<file path="src/rtl/evt_tally_pkg.sv">
package evt_tally_pkg;

    // read phase of the byte window
    typedef enum logic {
        PH_LO = 1'b0,
        PH_HI = 1'b1
    } phase_e;

    // what the live counter does in a cycle
    typedef enum logic [1:0] {
        ACT_IDLE    = 2'd0,
        ACT_STEP    = 2'd1,
        ACT_RESTART = 2'd2,
        ACT_WRAP    = 2'd3
    } cnt_act_e;

    // status bit positions
    localparam int ST_OVF  = 0;
    localparam int ST_PEND = 1;
    localparam int ST_EN   = 2;
    localparam int ST_PH   = 3;

endpackage

</file>
<file path="src/rtl/tally_counter.sv">
module tally_counter #(
    parameter int CNT_W = 12
) (
    input  logic             clk,
    input  logic             rst,
    input  logic             evt_i,
    input  logic             smp_i,
    input  logic             clr_i,
    output logic [CNT_W-1:0] cnt_o,
    output logic             hit_o
);
    import evt_tally_pkg::*;

    localparam logic [CNT_W-1:0] CNT_MAX  = '1;
    localparam logic [CNT_W-1:0] CNT_LAST = CNT_MAX - 1'b1;
    localparam logic [CNT_W-1:0] CNT_ONE  = {{(CNT_W-1){1'b0}}, 1'b1};

    logic [CNT_W-1:0] cnt_q;
    logic [CNT_W-1:0] cnt_d;
    cnt_act_e         act;

    // choose the counter action
    always_comb begin
        if (smp_i || clr_i)
            act = ACT_RESTART;
        else if (evt_i && (cnt_q == CNT_MAX))
            act = ACT_WRAP;
        else if (evt_i)
            act = ACT_STEP;
        else
            act = ACT_IDLE;
    end

    always_comb begin
        unique case (act)
            ACT_IDLE:    cnt_d = cnt_q;
            ACT_STEP:    cnt_d = cnt_q + 1'b1;
            ACT_RESTART: cnt_d = evt_i ? CNT_ONE : '0;
            ACT_WRAP:    cnt_d = '0;
            default:     cnt_d = cnt_q;
        endcase
    end

    always_ff @(posedge clk) begin
        if (rst)
            cnt_q <= '0;
        else
            cnt_q <= cnt_d;
    end

    assign hit_o = (act == ACT_STEP) && (cnt_q == CNT_LAST);
    assign cnt_o = cnt_q;

endmodule

</file>
<file path="src/rtl/hold_window.sv">
module hold_window #(
    parameter int CNT_W = 12,
    parameter int WIN_W = 8
) (
    input  logic             clk,
    input  logic             rst,
    input  logic             smp_i,
    input  logic [CNT_W-1:0] cnt_i,
    input  logic             rd_i,
    output logic [CNT_W-1:0] hold_o,
    output logic             phase_o,
    output logic [WIN_W-1:0] win_o
);
    import evt_tally_pkg::*;

    localparam int HI_W = CNT_W - WIN_W;

    logic [CNT_W-1:0] hold_q;
    phase_e           ph_q;
    phase_e           ph_d;
    logic [WIN_W-1:0] hi_ext;

    always_ff @(posedge clk) begin
        if (rst)
            hold_q <= '0;
        else if (smp_i)
            hold_q <= cnt_i;
    end

    // phase state register
    always_ff @(posedge clk) begin
        if (rst)
            ph_q <= PH_LO;
        else
            ph_q <= ph_d;
    end

    // phase transitions: READ_LO and READ_HI
    always_comb begin
        ph_d = ph_q;
        unique case (ph_q)
            PH_LO:   if (rd_i) ph_d = PH_HI;
            PH_HI:   if (rd_i) ph_d = PH_LO;
            default: ph_d = PH_LO;
        endcase
    end

    // window output
    always_comb begin
        hi_ext = '0;
        hi_ext[HI_W-1:0] = hold_q[CNT_W-1:WIN_W];
        unique case (ph_q)
            PH_LO:   win_o = hold_q[WIN_W-1:0];
            PH_HI:   win_o = hi_ext;
            default: win_o = '0;
        endcase
    end

    assign hold_o  = hold_q;
    assign phase_o = (ph_q == PH_HI);

endmodule

</file>
<file path="src/rtl/tally_status.sv">
module tally_status #(
    parameter int WIN_W = 8
) (
    input  logic             clk,
    input  logic             rst,
    input  logic             hit_i,
    input  logic             wr_i,
    input  logic [WIN_W-1:0] wdata_i,
    output logic             ovf_o,
    output logic             pend_o,
    output logic             en_o,
    output logic             irq_o
);
    import evt_tally_pkg::*;

    logic ovf_q, pend_q, en_q;
    logic ovf_clr, pend_clr;

    assign ovf_clr  = wr_i && wdata_i[ST_OVF];
    assign pend_clr = wr_i && wdata_i[ST_PEND];

    // a new overflow wins over a clear in the same cycle
    always_ff @(posedge clk) begin
        if (rst) begin
            ovf_q  <= 1'b0;
            pend_q <= 1'b0;
            en_q   <= 1'b0;
        end else begin
            ovf_q  <= hit_i || (ovf_q && !ovf_clr);
            pend_q <= hit_i || (pend_q && !pend_clr);
            if (wr_i)
                en_q <= wdata_i[ST_EN];
        end
    end

    assign ovf_o  = ovf_q;
    assign pend_o = pend_q;
    assign en_o   = en_q;
    assign irq_o  = pend_q && en_q;

endmodule

</file>
<file path="src/rtl/evt_tally_window.sv">
module evt_tally_window #(
    parameter int CNT_W = 12,
    parameter int WIN_W = 8
) (
    input  logic             clk,
    input  logic             rst,
    input  logic             evt_i,
    input  logic             smp_i,
    input  logic             clr_i,
    input  logic             win_rd_i,
    output logic [WIN_W-1:0] win_o,
    input  logic             stat_wr_i,
    input  logic [WIN_W-1:0] stat_wdata_i,
    output logic [WIN_W-1:0] stat_o,
    output logic             irq_o
);
    import evt_tally_pkg::*;

    logic [CNT_W-1:0] cnt_w;
    logic [CNT_W-1:0] hold_w;
    logic             hit_w;
    logic             phase_w;
    logic             ovf_w, pend_w, en_w;

    tally_counter #(.CNT_W(CNT_W)) u_cnt (
        .clk   (clk),
        .rst   (rst),
        .evt_i (evt_i),
        .smp_i (smp_i),
        .clr_i (clr_i),
        .cnt_o (cnt_w),
        .hit_o (hit_w)
    );

    hold_window #(.CNT_W(CNT_W), .WIN_W(WIN_W)) u_win (
        .clk     (clk),
        .rst     (rst),
        .smp_i   (smp_i),
        .cnt_i   (cnt_w),
        .rd_i    (win_rd_i),
        .hold_o  (hold_w),
        .phase_o (phase_w),
        .win_o   (win_o)
    );

    tally_status #(.WIN_W(WIN_W)) u_stat (
        .clk     (clk),
        .rst     (rst),
        .hit_i   (hit_w),
        .wr_i    (stat_wr_i),
        .wdata_i (stat_wdata_i),
        .ovf_o   (ovf_w),
        .pend_o  (pend_w),
        .en_o    (en_w),
        .irq_o   (irq_o)
    );

    always_comb begin
        stat_o          = '0;
        stat_o[ST_OVF]  = ovf_w;
        stat_o[ST_PEND] = pend_w;
        stat_o[ST_EN]   = en_w;
        stat_o[ST_PH]   = phase_w;
    end

endmodule

</file>
<file path="config.mk">
export PLATFORM = sky130hd
export DESIGN_NAME = evt_tally_window
export DESIGN_NICKNAME = d
export VERILOG_FILES = /design/src/rtl/evt_tally_pkg.sv /design/src/rtl/tally_counter.sv /design/src/rtl/hold_window.sv /design/src/rtl/tally_status.sv /design/src/rtl/evt_tally_window.sv
export SDC_FILE = /design/constraint.sdc
export NUM_CORES = 1
export LEC_CHECK = 0
export BUFFER_PORTS_ARGS = -buffer_cell sky130_fd_sc_hd__buf_2
export CORE_MARGIN = 5
export CORE_UTILIZATION = 35
export DETAILED_ROUTE_END_ITERATION = 7
export MAX_ROUTING_LAYER = met4
export PLACE_DENSITY = 0.56
export SETUP_SLACK_MARGIN = 0.4
export SLEW_MARGIN = 20
export SYNTH_ARGS = -nofsm -noshare
export SYNTH_HDL_FRONTEND = slang
export SYNTH_SLANG_ARGS = --single-unit
export TNS_END_PERCENT = 10
</file>
<file path="constraint.sdc">
create_clock -name clk -period 1.7 [get_ports clk]
set_input_delay 0.255 -clock clk [delete_from_list [all_inputs] [get_ports clk]]
set_output_delay 0.255 -clock clk [all_outputs]
set_load 0.02 [all_outputs]
</file>
# [Yosys cells after proc, flatten, opt, wreduce, memory -nomap -nowiden]
# Cells that the tools add are included.
[classes] n_addsub=1 eq_ne=5 n_mux=9 bitwise_logic=1 reduce_logical=13
[ops] cell="12-bit case mux with 3 select lines" count=1
[ops] cell="12-bit equality test, second input constant" count=2
[ops] cell="8-bit case mux with 2 select lines" count=1
[ops] cell="12-bit by 1-bit adder with 12-bit output, second input constant" count=1
[ops] cell="1-bit logical AND" count=7
[ops] cell="2-bit equality test, second input constant" count=2
[ops] cell="1-bit two-way mux" count=4
[ops] cell="2-bit two-way mux" count=2
[ops] cell="1-bit logical OR" count=3
[ops] cell="2-bit by 1-bit equality test with 1-bit output, second input constant" count=1
[ops] cell="1-bit logical NOT" count=2
[ops] cell="2-bit logical NOT" count=1
[ops] cell="1-bit case mux with 2 select lines" count=1
[ops] cell="1-bit inverter" count=1
[totals] reg_bits=28 input_bits=15 output_inout_bits=17

# [Logic depth before layout (Yosys ltp)]
# Gate-level depths: netlist of run 1.
[logic_depth] word_depth=7 mapped_depth=6 depth_no_buf=6

# [By module]
# Synthesis of run 1 repeated with hierarchy kept, for this count alone.
[unflattened] cells_unflattened=145 hier_area_um2=1343.8
[modules_own_cells] module="tally_counter" n_inst=1 cells_each=75 area_per_inst_um2=643.1 seq_area_each_um2=240.2
[modules_own_cells] module="hold_window" n_inst=1 cells_each=50 area_per_inst_um2=528.0 seq_area_each_um2=260.2
[modules_own_cells] module="tally_status" n_inst=1 cells_each=11 area_per_inst_um2=108.9 seq_area_each_um2=60.1
[modules_own_cells] module="evt_tally_window" n_inst=1 cells_each=9 area_per_inst_um2=63.8 seq_area_each_um2=0.0

# [Worst setup path after synthesis of run 1]
# No wires, ideal clock.
[synth_path] path_kind="register to register" startpoint="register u_cnt.cnt_q[4] (netlist: u_cnt.cnt_o[4])" endpoint="register u_cnt.cnt_q[0] (netlist: u_cnt.cnt_o[0])" setup_ns=0.127 t_arrival_ns=1.258 t_required_ns=1.573 setup_slack_ns=0.315 stages_incl_launch_ff=5 path_buffers=0 cell_sequence="dfxtp_1 -> nand4_4 -> nor3_4 -> a2111oi_0 -> or3_1"
[synth_via] elab_chain_len=6 word_cells_on_any_way=9
[synth_rtl] item="start: declaration" line="tally_counter.sv:18" source="logic [CNT_W-1:0] cnt_q;"
[synth_rtl] item="start signal: assignment" line="tally_counter.sv:48" source="cnt_q <= cnt_d;"
[synth_rtl] item="12-bit equality test *" line="tally_counter.sv:26" source="else if (evt_i && (cnt_q == CNT_MAX))"
[synth_rtl] item="1-bit logical AND *" line="tally_counter.sv:26"
[synth_rtl] item="2-bit two-way mux *" line="tally_counter.sv:26"
[synth_rtl] item="2-bit two-way mux *" line="tally_counter.sv:24" source="if (smp_i || clr_i)"
[synth_rtl] item="2-bit equality test or 2-bit by 1-bit equality test with 1-bit output (tied branches)" line="tally_counter.sv:35" source="unique case (act)"
[synth_rtl] item="12-bit case mux with 3 select lines" line="tally_counter.sv:35"
# Mark *: on every way between the ends. The rest lies on a longest branch, timed or not.
# A chain may end at the register's enable or synchronous reset.

# [Worst setup path after layout of run 1]
[layout_path] startpoint="register u_win.ph_q (netlist: u_win.phase_o)" endpoint="output win_o[2]"
[layout_via] elab_chain_len=2
[layout_rtl] item="start: declaration" line="hold_window.sv:19" source="phase_e ph_q;"
[layout_rtl] item="start signal: assignment" line="hold_window.sv:35" source="ph_q <= ph_d;"
[layout_rtl] item="1-bit inverter" line="hold_window.sv:52" source="unique case (ph_q)"
[layout_rtl] item="8-bit case mux with 2 select lines *" line="hold_window.sv:52"
[layout_rtl] item="end: declaration" line="evt_tally_window.sv:11" source="output logic [WIN_W-1:0] win_o,"
# Marks and branches as above.

==> results of run 1 <==
cell families (layout without fill, tap and decap cells):
family,Yosys count,in the layout,synth area share
other,1,4,0.00278
and+or+nand+nor,64,64,0.253
buffers and inverters,17,48,0.0715
AOI/OAI and AO/OA,8,8,0.0427
adders and majority gates,2,2,0.0186
xor gates and xnor gates,10,10,0.0650
muxes,17,17,0.130
DFF,28,28,0.416
sequential cells by signal, summed over array words and instances, names as in the netlist:
| register | count |
|---|---|
| u_cnt.cnt_o | 12 |
| u_stat.ovf_o | 1 |
| u_win.hold_o | 12 |
| u_stat.pend_o | 1 |
| u_win.phase_o | 1 |
| u_stat.en_o | 1 |
report_power, final:
| part | switching, uW | internal (uW) | total [uW] |
|---|---|---|---|
| clock | 195 | 207 | 402 |
| sequential | 15.3 | 652 | 667 |
| combinational | 59.1 | 50.7 | 110 |
| total | 269 | 909 | 1180 |
metal layers:
metal,vias up,wire [um],track usage
met5,-,0,-
met4,0,45,0.0564
met3,4,115,0.0194
met2,29,1430,0.203
met1,488,1290,0.134
li1,547,-,-
worst paths after layout:
path | from | slack [ns] | end
hold / removal | win_rd_i | 0.22 | u_win.phase_o$_SDFF_PP0_
setup reg to reg | u_cnt.cnt_o[9]$_SDFFE_PP0P_ | 0.35 | u_cnt.cnt_o[7]$_SDFFE_PP0P_
setup / recovery | u_win.phase_o$_SDFF_PP0_ | 0.30 | win_o[2]
hold reg to reg | u_stat.ovf_o$_SDFF_PP0_ | 0.47 | u_stat.ovf_o$_SDFF_PP0_
per-stage QoR:
stage                     hold WS [ns]  utilization  std cells  area, um^2
final                            0.221        0.484        229        1790
after global routing             0.235        0.484        229        1790
after CTS                        0.219        0.439        216        1620
after detailed placement         0.469        0.399        209        1470
after global placement           0.446        0.399        209        1470
after floorplan                  0.392            -        150        1360
cell usage after synthesis, types with 2 or more instances:
master,instances,share of area
clkbuf_1,4,0.011
xnor2_1,5,0.032
nor4_1,2,0.0093
dfxtp_1,28,0.42
ha_1,2,0.019
mux2_2,4,0.033
nor3_1,3,0.011
or3_1,2,0.0093
xor2_1,5,0.032
mux2i_1,13,0.097
nor2b_1,5,0.023
nor2_1,27,0.075
inv_1,3,0.0084
a21oi_1,2,0.0074
nand4bb_1,2,0.017
buf_2,2,0.0074
nand3_1,6,0.022
buf_4,8,0.045
nand2_1,9,0.025
cell type report:
class | instances | area share
clock buffer | 4 | 0.0308
inverter | 3 | 0.00630
multi-input combinational | 105 | 0.436
sequential | 28 | 0.337
tap | 48 | 0.0336
timing repair buffer | 41 | 0.156
critical path: cells and delay by family (launching register included):
family / cells / cell delay [ns]
flops: 1 / 0.43
buf+inv: 1 / 0.13
mux: 1 / 0.32
what timing repair did:
action	CTS	global route
endpoints found under the hold margin	0	0
gates resized for setup	24	20
setup buffers	3	12
cloned	0	1
pin swaps	1	4
endpoints found under the setup margin	21	21
==> flow_metrics.tcl, run 1 <==
set metrics [dict create \
    outcome "finished clean" \
    final_antenna_net_count 0 \
    dp_slack_ns 0.205 \
    crit_chain "mux2_4, buf_6" \
    area_growth_pct 32.6 \
    die_height_um 72.1 \
    grt_overflow 0 \
    layout_common_cells "nor2_1, buf_2, buf_4" \
    cp_max_fo 8 \
    worstSetupPathType "flop to output pin" \
    hold_violations 0 \
    die_w_um 72.1 \
    io_buffer_count 22 \
    hold-path-cell-count 3 \
    cp-end-kind "output pin" \
    setup_viol 0 \
    nFillCells 356 \
    grt_pass1_vias 1056 \
    total_power_uw 1180 \
    cts_tree "yes" \
    drv_cap 0 \
    ys_seq_elements 28 \
    drtIter0Drc 51 \
    slowest_delay_ns 0.43 \
    ys_types 34 \
    final_common_cell "nor2_1" \
    async_flop_share 0 \
    rows 22 \
    clkSinkCount 28 \
    synth_seq_area_share 0.416 \
    vias 1068 \
    r2r_cells 5 \
    multi_input_area_um2 779 \
    synth_area_mm2 0.00135 \
    dr.pass1.iters 4 \
    initial_core_util 0.365 \
    drive_above_1_share 0.409 \
    fin_crit_sh 0.821 \
    fin_nets 199 \
    synth_edf_count 0 \
    syn_inst 147 \
    slowest_stage "dfxtp_4" \
    gp_congestion 0.768 \
    worst_slack_ns 0.305 \
    wl_per_cell_um 12.5 \
    grt_pass1_wl_um 4750 \
    vias_per_cell 4.66 \
    cts_root_buffer "clkbuf_8" \
    clk_path_buf_depth 2 \
    drc 0 \
    slew_viol_final 0 \
    grt_max_degree 22 \
    p_leak_uw 0.000786 \
    tritoncts.num_buffers 3 \
    yosysWarningCount 0 \
    grt_use_total 0.118 \
    die_area_mm2 0.00519 \
    finalCriticalPeriod_ns 1.40 \
    fmax_mhz 717 \
    finalSetupTns_ns 0 \
    core-area_mm2 0.00369 \
    rsz0062_at_grt "yes" \
    place_hpwl_um 2020 \
    io-pin-count 32 \
    seqCellArea_um2 602 \
    diodes 0 \
    required_ns 1.44 \
    htreeDepth 1 \
    postCtsHoldBufs 0 \
    synth.avg_cell_area_um2 9.17 \
    finClkSkew_ns 0.00152 \
    holdCritPathClass "input pin to flop" \
    ys.flop_type "dfxtp_1" \
    antenna_found_initial 0 \
    worstPathArrival_ns 1.14 \
    clk_latency_ns 0.27 \
    drt_wl_total_um 2870 \
    power_density_mw_per_mm2 660 \
    start_kind "flop" \
    clk_pin_slew_ns 0.09 \
    vdd_drop_max_uv 272 \
]
No activity file was read; power rests on OpenSTA's default activity.
==> run 2, diff against run 1 <==
--- a/config.mk
+++ b/config.mk
@@ -5,6 +5,7 @@
 export SDC_FILE = /design/constraint.sdc
 export NUM_CORES = 1
 export LEC_CHECK = 0
+export ABC_AREA = 1
 export BUFFER_PORTS_ARGS = -buffer_cell sky130_fd_sc_hd__buf_2
 export CORE_MARGIN = 5
 export CORE_UTILIZATION = 35
==> constraint.sdc (replaced) <==
create_clock -name clk -period 1.3 [get_ports clk]
set_input_delay 0.195 -clock clk [delete_from_list [all_inputs] [get_ports clk]]
set_output_delay 0.195 -clock clk [all_outputs]
set_load 0.02 [all_outputs]
==> flow_metrics.tcl, run 2 <==
set metrics [dict create \
    outcome "finished with violations" \
    clk_pin_slew_ns 0.09 \
    antenna_found_initial 0 \
    dp_slack_ns 0.0599 \
    ys_types 31 \
    place_area_mm2 0.00158 \
    power_density_mw_per_mm2 896 \
    start_kind "flop" \
    dr.pass1.iters 4 \
    grt_overflow 0 \
    synth_edf_count 0 \
    clk_latency_ns 0.28 \
    grt_max_degree 16 \
    synth_area_mm2 0.00138 \
    final_common_cell "nor2_1" \
    slew_viol_final 0 \
    fin_nets 231 \
    syn_inst 183 \
    synth_commonest_cells "dfxtp_1, nand2_1, nor2_1" \
    fin_crit_sh 1.02 \
    synthTopCellsByArea "dfxtp_1, nand2_1, nor2_1" \
    die_height_um 72.9 \
    finClkSkew_ns 0.00364 \
    nFillCells 357 \
    yosysWarningCount 0 \
    worst_slack_ns -0.0197 \
    core-area_mm2 0.00374 \
    io-pin-count 32 \
    drive_above_1_share 0.437 \
    cp-end-kind "output pin" \
    grt_use_total 0.126 \
    tritoncts.num_buffers 3 \
    io_buffer_count 22 \
    holdCritPathClass "input pin to flop" \
    synth_most_common_cell "dfxtp_1" \
    cp_max_fo 6 \
    finalCoreUtilization 0.503 \
    drtIter0Drc 49 \
    yosys.area_share.simple 0.264 \
    layout_common_cells "nor2_1, inv_1, nand2_1, a21oi_1, buf_4" \
    synthAdderAreaFrac 0.0181 \
    worstSetupPathType "flop to output pin" \
    yosysTopAreaCellShare 0.405 \
    hold_violations 0 \
    vdd_drop_max_uv 506 \
    diodes 0 \
    cts_root_buffer "clkbuf_8" \
    vias 1190 \
    setup_viol 3 \
    post-route-cell-area_mm2 0.00188 \
    fmax_mhz 758 \
    htreeDepth 1 \
    fin_hold_ws_ns 0.107 \
    yosysTopAreaCell "dfxtp_1" \
    drc 0 \
    cts_tree "yes" \
    rows 22 \
    rsz0062_at_grt "yes" \
    synth_seq_area_share 0.405 \
    drt_wl_total_um 3020 \
    p_leak_uw 0.000782 \
    grt_pass1_vias 1094 \
    failed_checks "negative setup slack" \
    ys_seq_elements 28 \
    synth.avg_cell_area_um2 7.56 \
    synth_top_family_by_area "simple AND/OR/NAND/NOR gates" \
    synth_xor_area_frac 0.0253 \
    drv_cap 0 \
    clk_path_buf_depth 2 \
    total_power_uw 1690 \
    worstPathArrival_ns 1.12 \
    clkSinkCount 28 \
    gp_congestion 0.867 \
    vias_per_cell 4.56 \
    synth_compound_area_frac 0.137 \
    initial_core_util 0.370 \
    finalCriticalPeriod_ns 1.32 \
    async_flop_share 0 \
    place_hpwl_um 2260 \
    synthMuxAreaShare 0.0163 \
    grt_pass1_wl_um 5140 \
    wl_per_cell_um 11.6 \
    area_growth_pct 36.2 \
    die_area_mm2 0.00531 \
    required_ns 1.11 \
    final_antenna_net_count 0 \
    ys.flop_type "dfxtp_1" \
    die_w_um 72.9 \
]
run 2: cell types whose count changed after synthesis, sizes merged, moves of 3 or more:
cell,delta
a21oi,+15
inv,+22
mux2i,-13
nand2,+17
nor2,+3
nor2b,-5
o21ai,+15
xnor2,-3
xor2,-3
run 2: stage by stage:
step	cells	TNS, ns
after detailed placement	252	0
after global placement	252	0
after CTS	256	-0.0448
final	261	-0.0475
after floorplan	186	0
after global routing	261	-0.153
run 2: area by class of cell:
class / instances / area (um^2) / share of cell area
clock buffer: 4 / 55.1 / 0.0292
inverter: 26 / 104 / 0.0551
multi-input combinational: 120 / 785 / 0.416
sequential: 28 / 592 / 0.314
tap: 48 / 60.1 / 0.0319
timing repair buffer: 35 / 289 / 0.153
run 2: logic make-up after synthesis:
logic type                 after synthesis
DFF                                     28
muxes                                    2
xor gates and xnor gates                 4
adders and majority gates                2
and+or+nand+nor                         72
AOI/OAI and AO/OA                       36
buffers and inverters                   38
other                                    1
run 2: final timing paths:
path	from	to	slack, ns	depth (start not counted)
max	u_win.phase_o$_SDFF_PP0_	win_o[3]	-0.02	2
min	rst	u_cnt.cnt_o[0]$_SDFFE_PP0P_	0.11	2
max reg2reg	u_cnt.cnt_o[0]$_SDFFE_PP0P_	u_cnt.cnt_o[10]$_SDFFE_PP0P_	0.09	8
min reg2reg	u_win.hold_o[7]$_SDFFE_PP0P_	u_win.hold_o[7]$_SDFFE_PP0P_	0.47	2
run 2: repair_timing:
item / in CTS / in global routing
resized for setup: 52 / 18
buffers inserted: 0 / 5
hold buffers: 0 / 0
setup endpoints to repair: 27 / 27
hold endpoints to repair: 0 / 0
pin swaps: 36 / 19
run 2: routing by layer:
| metal | global-route usage | share of wire |
|---|---|---|
| met5 | - | 0 |
| met4 | 0.0246 | 0.0086 |
| met3 | 0.0289 | 0.048 |
| met2 | 0.185 | 0.45 |
| met1 | 0.176 | 0.49 |
run 2: report_power, final:
group	switching, uW	internal [uW]
registers	23.7	878
logic	134	111
clock network	271	271
run 2: worst max-delay path: stages, from the launching register on:
cell and delay, ns:
dfxtp_4 0.41, mux2_4 0.31, buf_6 0.13
==> run 3, diff against run 2 <==
--- a/config.mk
+++ b/config.mk
@@ -11,7 +11,7 @@
 export CORE_UTILIZATION = 35
 export DETAILED_ROUTE_END_ITERATION = 7
 export MAX_ROUTING_LAYER = met4
-export PLACE_DENSITY = 0.56
+export PLACE_DENSITY = 0.58
 export SETUP_SLACK_MARGIN = 0.4
 export SLEW_MARGIN = 20
 export SYNTH_ARGS = -nofsm -noshare
==> constraint.sdc (replaced) <==
create_clock -name clk -period 1.2 [get_ports clk]
set_input_delay 0.18 -clock clk [delete_from_list [all_inputs] [get_ports clk]]
set_output_delay 0.18 -clock clk [all_outputs]
set_load 0.02 [all_outputs]
==> flow_metrics.tcl, run 3 (same netlist as run 2, synthesis figures left out) <==
set metrics [dict create \
    slew_viol_final 0 \
    htreeDepth 1 \
    clk_latency_ns 0.28 \
    cp-end-kind "output pin" \
    drtIter0Drc 43 \
    p_switching_uw 489 \
    worst_slack_ns -0.0827 \
    grt_pass1_vias 1070 \
    die_height_um 72.9 \
    min_from "stat_wr_i" \
    seqPwrFrac 0.485 \
    p_leak_uw 0.000770 \
    antenna_found_initial 0 \
    tritoncts.num_buffers 3 \
    dr.pass1.iters 4 \
    failed_checks "negative setup slack" \
    crit_chain "mux2_4, buf_6" \
    drc 0 \
    drt_wl_total_um 3160 \
    slowest_stage "dfxtp_4" \
    die_w_um 72.9 \
    dp_cells 264 \
    setup_viol 14 \
    core-area_mm2 0.00374 \
    hold_violations 0 \
    grt_use_total 0.121 \
    r2r_cells 6 \
    grt_max_degree 17 \
    area_growth_pct 38.8 \
    rows 22 \
    cp_max_fo 4 \
    power_density_mw_per_mm2 1050 \
    holdCritPathClass "input pin to flop" \
    worstPathArrival_ns 1.10 \
    final_common_cell "buf_4" \
    drv_cap 0 \
    finClkSkew_ns 0.00256 \
    grt_pass1_wl_um 4930 \
    cts_tree "yes" \
    cts_root_buffer "clkbuf_8" \
    final_antenna_net_count 0 \
    swShare 0.243 \
    io-pin-count 32 \
    fin_nets 239 \
    stdcell_count 269 \
    wl_per_cell_um 11.8 \
    grt_overflow 0 \
    fin_crit_sh 1.07 \
    place_hpwl_um 2370 \
    dp_slack_ns -0.0169 \
    io_buffer_count 22 \
    die_area_mm2 0.00531 \
    fin_hold_ws_ns 0.100 \
    vias 1191 \
    postCtsHoldBufs 0 \
    r2r-end "u_cnt.cnt_o[3]$_SDFFE_PP0P_" \
    worstSetupPathType "flop to output pin" \
    vdd_drop_max_uv 898 \
    rsz0062_at_grt "yes" \
    initial_core_util 0.370 \
    drive_above_1_share 0.448 \
    required_ns 1.02 \
    gp_congestion 0.800 \
    clk_pin_slew_ns 0.10 \
    clkSinkCount 28 \
    finalCriticalPeriod_ns 1.28 \
    slowest_delay_ns 0.39 \
    reg2reg_slack_ns -0.04 \
    power_frac_clock 0.377 \
    start_kind "flop" \
    r2r_start "u_cnt.cnt_o[0]$_SDFFE_PP0P_" \
    fmax_mhz 780 \
    hold-path-cell-count 2 \
    nFillCells 373 \
    outcome "finished with violations" \
    vias_per_cell 4.43 \
    layout_common_cells "buf_4, nand2_1, inv_1" \
    min_to "u_stat.en_o$_SDFFE_PP0P_" \
    diodes 0 \
    intPower_uw 1520 \
    clk_path_buf_depth 2 \
    combinationalPowerShare 0.138 \
]
## run 3: cell types whose count changed in the layout (fill, tap and decap cells not counted), sizes merged
cell	delta
bufinv	+1
clkinvlp	+2
buf	+7
inv	-2
## run 3: final cells by class
cell class	count	area, um^2	share of cell area
Inverter	26	106	0.0554
Tap cell	48	60.1	0.0313
Timing Repair Buffer	43	352	0.183
Clock inverter	1	30.0	0.0156
Clock buffer	3	41.3	0.0215
Multi-Input combinational cell	120	747	0.389
Sequential cell	28	584	0.304
## run 3: routing by layer
metal	up-vias	global-route usage	routed length, um
met1	526	0.157	1490
met2	13	0.195	1570
met5	-	-	0
li1	650	-	-
met3	2	0.0289	99
met4	0	0.0184	10
## run 3: worst max path at each step
| stage | start | end | slack, ns | cells after the start |
|---|---|---|---|---|
| finish | u_win.phase_o$_SDFF_PP0_ | win_o[3] | -0.08 | 2 |
| detailed placement | u_cnt.cnt_o[1]$_SDFFE_PP0P_ | u_cnt.cnt_o[3]$_SDFFE_PP0P_ | -0.02 | 6 |
| global placement | u_cnt.cnt_o[1]$_SDFFE_PP0P_ | u_cnt.cnt_o[3]$_SDFFE_PP0P_ | -0.009 | 6 |
| floorplan | u_cnt.cnt_o[1]$_SDFFE_PP0P_ | u_cnt.cnt_o[3]$_SDFFE_PP0P_ | 0.13 | 6 |
| CTS | u_win.phase_o$_SDFF_PP0_ | win_o[0] | -0.09 | 2 |
| global route | u_win.phase_o$_SDFF_PP0_ | win_o[0] | -0.11 | 2 |
## run 3: critical path: cells and delay by family, from the launching register on
family	cells	cell delay, ns
muxes	1	0.31
buffers and inverters	1	0.13
DFF	1	0.39
## run 3: metrics by stage
step | area, um^2 | power, uW | setup TNS (ns) | util
floorplan | 1450 | 1160 | 0 | -
global placement | 1680 | 1210 | -0.0170 | 0.448
detailed placement | 1680 | 1210 | -0.0515 | 0.448
CTS | 1860 | 2000 | -0.554 | 0.496
global route | 1920 | 2090 | -1.27 | 0.513
finish | 1920 | 2010 | -0.370 | 0.513
## run 3: timing repair
action	CTS	global route
buffers inserted	1	0
gates resized for setup	39	20
pin swaps	16	6
endpoints found under the hold margin	0	0
cloned	0	0
endpoints found under the setup margin	29	40
## run 3: power by group through the flow
| stage | Clock [uW] | Sequential (uW) | Combinational, uW |
|---|---|---|---|
| 6_report | 759 | 976 | 277 |
| 5_1_grt | 805 | 980 | 300 |
| 4_1_cts | 777 | 975 | 250 |
| 3_5_place_dp | 0 | 1000 | 212 |
| 3_3_place_gp | 0 | 1000 | 210 |
| 2_1_floorplan | 0 | 993 | 167 |
